===== config.mk =====
export PLATFORM = sky130hd
export DESIGN_NAME = por_sequencer
export DESIGN_NICKNAME = d
export VERILOG_FILES = /design/src/rtl/por_pkg.sv /design/src/rtl/por_rail_sync.sv /design/src/rtl/por_ms_timer.sv /design/src/rtl/por_sequencer.sv
export SDC_FILE = /design/constraint.sdc
export NUM_CORES = 1
export LEC_CHECK = 0
export BUFFER_PORTS_ARGS = -buffer_cell sky130_fd_sc_hd__buf_2
export CORE_MARGIN = 10
export CORE_UTILIZATION = 59
export DETAILED_ROUTE_END_ITERATION = 7
export GPL_TIMING_DRIVEN = 0
export HOLD_SLACK_MARGIN = 0.15
export PLACE_DENSITY = 0.85
export SLEW_MARGIN = 20
export SYNTH_ARGS = -nofsm -noshare
export SYNTH_HDL_FRONTEND = slang
export SYNTH_SLANG_ARGS = --single-unit
export TNS_END_PERCENT = 30

===== constraint.sdc =====
create_clock -name clk -period 2.6 [get_ports clk]
set_input_delay 0.52 -clock clk [delete_from_list [all_inputs] [get_ports clk]]
set_output_delay 0.52 -clock clk [all_outputs]
set_load 0.03 [all_outputs]

===== src/rtl/por_pkg.sv =====
package por_pkg;
    typedef enum logic [2:0] {
        ST_RESET,
        ST_WAIT_RAILS,
        ST_POR_DELAY,
        ST_CONFIG,
        ST_USER_MODE
    } por_state_e;
endpackage


===== src/rtl/por_rail_sync.sv =====
module por_rail_sync #(
    parameter int unsigned W = 10
) (
    input  logic         clk,
    input  logic         rst_n,
    input  logic [W-1:0] d,
    output logic [W-1:0] q
);
    logic [W-1:0] stage1;

    always_ff @(posedge clk or negedge rst_n) begin
        if (!rst_n) begin
            stage1 <= '0;
            q      <= '0;
        end else begin
            stage1 <= d;
            q      <= stage1;
        end
    end
endmodule


===== src/rtl/por_ms_timer.sv =====
module por_ms_timer #(
    parameter int unsigned CYC_PER_MS = 50000,
    parameter int unsigned MAX_MS     = 100
) (
    input  logic                         clk,
    input  logic                         rst_n,
    input  logic                         clr,
    input  logic                         run,
    input  logic [$clog2(MAX_MS+1)-1:0]  limit_ms,
    output logic                         done
);
    localparam int unsigned MAX_CYC = MAX_MS * CYC_PER_MS;
    localparam int unsigned CW      = $clog2(MAX_CYC + 1);

    logic [CW-1:0] cnt;
    logic [CW-1:0] limit_cyc;

    assign limit_cyc = CW'(limit_ms) * CW'(CYC_PER_MS);
    assign done      = run && (cnt == limit_cyc - CW'(1));

    always_ff @(posedge clk or negedge rst_n) begin
        if (!rst_n)             cnt <= '0;
        else if (clr)           cnt <= '0;
        else if (run && !done)  cnt <= cnt + CW'(1);
    end

    assert_cnt_bound_R5: assert property (@(posedge clk) disable iff (!rst_n)
        (limit_ms != '0) |-> (cnt < limit_cyc));
endmodule


===== src/rtl/por_sequencer.sv =====
module por_sequencer
    import por_pkg::*;
#(
    parameter int unsigned CYC_PER_MS = 50000,
    parameter int unsigned N_IO_BANKS = 8,
    parameter int unsigned LONG_MS    = 100,
    parameter int unsigned SHORT_MS   = 12,
    parameter int unsigned RISE_MS    = 100
) (
    input  logic                  clk,
    input  logic                  rst_n,
    input  logic                  core_ok,
    input  logic [N_IO_BANKS-1:0] io_bank_ok,
    input  logic                  predrv_ok,
    input  logic                  delay_sel,
    output logic                  io_tristate,
    output logic                  cfg_start,
    output logic                  user_mode,
    output logic                  rise_fault
);
    localparam int unsigned NR     = N_IO_BANKS + 2;
    localparam int unsigned DLY_MAX = (LONG_MS > SHORT_MS) ? LONG_MS : SHORT_MS;
    localparam int unsigned DW     = $clog2(DLY_MAX + 1);
    localparam int unsigned RW     = $clog2(RISE_MS + 1);

    por_state_e    state, state_nx;
    logic [NR-1:0] rails_s;
    logic          core_s, all_ok;
    logic          sel_short;
    logic          dly_done, rise_done;
    logic [DW-1:0] dly_ms;

    // Synchronizer bit layout: [0] core, [N:1] banks, [N+1] pre-driver
    por_rail_sync #(.W(NR)) u_sync (
        .clk   (clk),
        .rst_n (rst_n),
        .d     ({predrv_ok, io_bank_ok, core_ok}),
        .q     (rails_s)
    );

    assign core_s = rails_s[0];
    assign all_ok = &rails_s;
    assign dly_ms = sel_short ? DW'(SHORT_MS) : DW'(LONG_MS);

    por_ms_timer #(.CYC_PER_MS(CYC_PER_MS), .MAX_MS(DLY_MAX)) u_dly (
        .clk      (clk),
        .rst_n    (rst_n),
        .clr      (state != ST_POR_DELAY),
        .run      (state == ST_POR_DELAY),
        .limit_ms (dly_ms),
        .done     (dly_done)
    );

    por_ms_timer #(.CYC_PER_MS(CYC_PER_MS), .MAX_MS(RISE_MS)) u_rise (
        .clk      (clk),
        .rst_n    (rst_n),
        .clr      (state == ST_RESET),
        .run      (state == ST_WAIT_RAILS),
        .limit_ms (RW'(RISE_MS)),
        .done     (rise_done)
    );

    always_comb begin
        state_nx = state;
        unique case (state)
            ST_RESET:      state_nx = rise_fault ? ST_RESET : ST_WAIT_RAILS;
            ST_WAIT_RAILS: begin
                if (all_ok)         state_nx = ST_POR_DELAY;
                else if (rise_done) state_nx = ST_RESET;
            end
            ST_POR_DELAY: begin
                if (!all_ok)        state_nx = ST_WAIT_RAILS;
                else if (dly_done)  state_nx = ST_CONFIG;
            end
            ST_CONFIG:     state_nx = ST_USER_MODE;
            ST_USER_MODE:  if (!core_s) state_nx = ST_RESET;
            default:       state_nx = ST_RESET;
        endcase
    end

    always_ff @(posedge clk or negedge rst_n) begin
        if (!rst_n) begin
            state      <= ST_RESET;
            sel_short  <= 1'b0;
            rise_fault <= 1'b0;
        end else begin
            state <= state_nx;
            if (state == ST_WAIT_RAILS && all_ok)
                sel_short <= delay_sel;
            if (state == ST_WAIT_RAILS && !all_ok && rise_done)
                rise_fault <= 1'b1;
        end
    end

    always_comb begin
        io_tristate = (state != ST_USER_MODE);
        cfg_start   = (state == ST_CONFIG);
        user_mode   = (state == ST_USER_MODE);
    end

    assert_cfg_pulse_R8: assert property (@(posedge clk) disable iff (!rst_n)
        cfg_start |=> (!cfg_start && user_mode));
    assert_cfg_rails_R3: assert property (@(posedge clk) disable iff (!rst_n)
        cfg_start |-> $past(all_ok));
    assert_release_R2: assert property (@(posedge clk) disable iff (!rst_n)
        $fell(io_tristate) |-> $past(cfg_start));
    assert_brownout_R10: assert property (@(posedge clk) disable iff (!rst_n)
        (user_mode && !core_s) |=> (io_tristate && !user_mode));
    assert_fault_sticky_R11: assert property (@(posedge clk) disable iff (!rst_n)
        rise_fault |=> rise_fault);
    assert_fault_hiz_R11: assert property (@(posedge clk) disable iff (!rst_n)
        rise_fault |-> (io_tristate && !cfg_start));
endmodule


==> metrics <==
clock-pin slew on the worst setup and hold paths=0.08 ns; Post-CTS Setup Repair Bufs=0; vias in the first global route=2390; most common cell after layout, fill and taps aside=dfrtp_1; largest net degree at the start of global routing=61; Synth Register Bits=71; maximum vdd drop=0.562 mV; minimum clock period=2.12 ns; DRT Wirelength=6310 um; drt pass-1 iters=4; Die X-Extent=93.8 um; Power Dens Cells=681 nW/um^2; most frequent cells in the layout=dfrtp_1 (71), nor2_1 (40), nand3_1 (24); simple-gate share of the synthesized area=26.1%; Seq. cell area=1780 sq um; setup violators final=0; Ports=17; DPL Wire Length=4250 um; worst endpoint required time=2.82 ns; CP startpoint kind=flip-flop; Setup TNS=0 ns; worst-path fanout max=8; later-pin clock latency in the skew report=0.34 ns; Min-Delay Path Class=input port to flip-flop; final hold violations=0; ys flop type=dfrtp_1; main combinational cell family by area after synthesis=simple AND/OR/NAND/NOR gates; Vias=2424; CTS root buf=clkbuf_8; Netlist cell types=45; Synth Area in XOR/XNOR=7.63%; Layout Skew=0.00751 ns; RSZ-0062 raised after global routing=false; CTS max path bufs=2; IO buf count=16; DRC=0; height of the die=93.8 um; core area=5200 sq um; max cap viols=0; CP arrival=2.33 ns; Seq/Total Area, Yosys=55.3%; CTS Sinks=71; WS Path Type=flip-flop to flip-flop; CTS H-tree lvls=3; synthesis-to-layout area growth=14.1%; layout cells sized above 1=12.7%; Die ar.=8800 sq um; Ys Warns=0; Post-Syn Area=3210 sq um; Pleak=1.55 nW; Initial Util=61.7%; Post-synth EDFFs=0; FP Rows=26; multi-input logic area=1390 sq um; Inserted Clock Buffers=9; metal2 WL=3160 um; Post-DRT Antenna Nets=0; Compound-Gate Fraction of Synth Area=7.36%; total grt overflow=0; setup ws final=0.484 ns; CTS tree=built; Post-CTS Resized=0; post-cts hold buffer count=1; DR vias/cell=5.93; Final #Nets=349; Wirelength per Cell=15.4 um; worst slack, placed=0.527 ns; met3 WL=184 um; Net Count, Synth=320; Least-Margin Pin Slew=0.786 ns; fin area=3660 sq um; highest routed layer=met4; GRT Util Overall=15.6%; Routed met1 length=2810 um; Post-DP Area=3410 sq um; mux cell area share after synthesis=1.29%; final cycle utilization of the critical path=81.4%; final max-slew violation count=0; Mapped Avg Cell Area=10.5 sq um; Slew Limit Headroom=47.2%; initial DRC count=155; initial antenna violation count=0; ys async rst share=100%; Filler cells=381; Post-Synthesis Cells=305; status=finished, final reports clean; Placer Congestion=0.823; maximum clock rate=0.473 GHz; R2R setup slack=0.48 ns; Adder-Cell Fraction of Synth Area=0.779%; CP Capture Type=flip-flop; n_diodes=0; first-pass GRT wire length=11000 um
## state kept, by name, indices dropped and copies added, names as in the netlist
name           flops
u_dly.cnt         23
u_rise.cnt        23
u_sync.q          10
u_sync.stage1     10
state              3
rise_fault         1
sel_short          1
## where the power goes
part	total [mW]	switching, mW	internal [mW]
Combinational	0.196	0.118	0.0784
Clock	1.07	0.421	0.646
Sequential	1.23	0.0667	1.17
Total	2.50	0.606	1.89
## cells by family after synthesis
family | count (synthesis)
multiplexers | 4
AO/OA/AOI/OAI | 36
buffers and inverters | 13
adder cells (fa/ha/maj) | 2
XOR/XNOR | 28
flip-flops | 71
AND/OR/NAND/NOR | 151
## worst max-delay path, stage by stage (launching register included)
cell	delay (ns)
dfrtp_1	0.45
or3b_2	0.49
clkbuf_1	0.19
nor4_1	0.47
nand3_1	0.17
xor2_1	0.16
nor2_1	0.06
## cells in the mapped netlist, types with 2 or more instances
cell       n  area share, %
a21oi_1    7            1.1
nor3_1     9            1.4
o22ai_1    2           0.39
nand2_1   23            2.7
xor2_1    15            4.1
ha_1       2           0.78
mux2i_1    3           0.93
nand3_1   24            3.7
nand4_1   10            1.9
dfrtp_1   71             55
o31ai_1    9            2.1
nor4b_1    3           0.82
clkbuf_1   3           0.35
or4_1      3           0.70
nor4bb_1   2           0.62
o211ai_1   5            1.2
o21a_1     3           0.70
nor4_1     7            1.4
inv_1      6           0.70
o21ai_0    6           0.93
xnor2_1   13            3.5
nor2_1    40            4.7
or3_1      7            1.4
buf_1      3           0.35
and3_1     5           0.97
and4_1     5            1.4
## metal layers
layer / GRT usage, % / vias to the layer above
li1: - / 1165
met1: 18.9 / 1201
met2: 25.1 / 44
met4: 8.10 / 0
met3: 3.84 / 14
met5: 0 / -
## metrics by stage
| stage | util (%) | hold WS, ns | total power [mW] | cells |
|---|---|---|---|---|
| 5_1_grt | 70.4 | 0.260 | 2.62 | 409 |
| 6_report | 70.4 | 0.280 | 2.50 | 409 |
| 4_1_cts | 70.4 | 0.267 | 2.52 | 409 |
| 3_5_place_dp | 65.5 | 0.335 | 1.45 | 392 |
| 3_3_place_gp | 65.0 | 0.332 | 1.43 | 391 |
| 2_1_floorplan | - | 0.224 | 1.37 | 305 |
## final cells by class
type | instances | area share, %
Sequential cell | 71 | 48.5
Multi-Input combinational cell | 221 | 37.8
Clock buffer | 10 | 3.48
Timing Repair Buffer | 18 | 3.28
Clock inverter | 6 | 3.18
Tap cell | 70 | 2.39
Buffer | 7 | 0.751
Inverter | 6 | 0.615
## path summary, 6_finish.rpt
path | cells past startpoint | to | start
min in group asynchronous | 2 | u_rise.cnt[5] | rst_n
min | 1 | u_sync.stage1[8] | io_bank_ok[7]
max | 6 | u_rise.cnt[10] | state[1]
min reg2reg | 0 | u_sync.q[5] | u_sync.stage1[5]
max reg2reg | 6 | u_rise.cnt[10] | state[1]
max in group asynchronous | 3 | u_sync.stage1[2] | rst_n
Note: power is estimated with default switching activity, not from simulation.
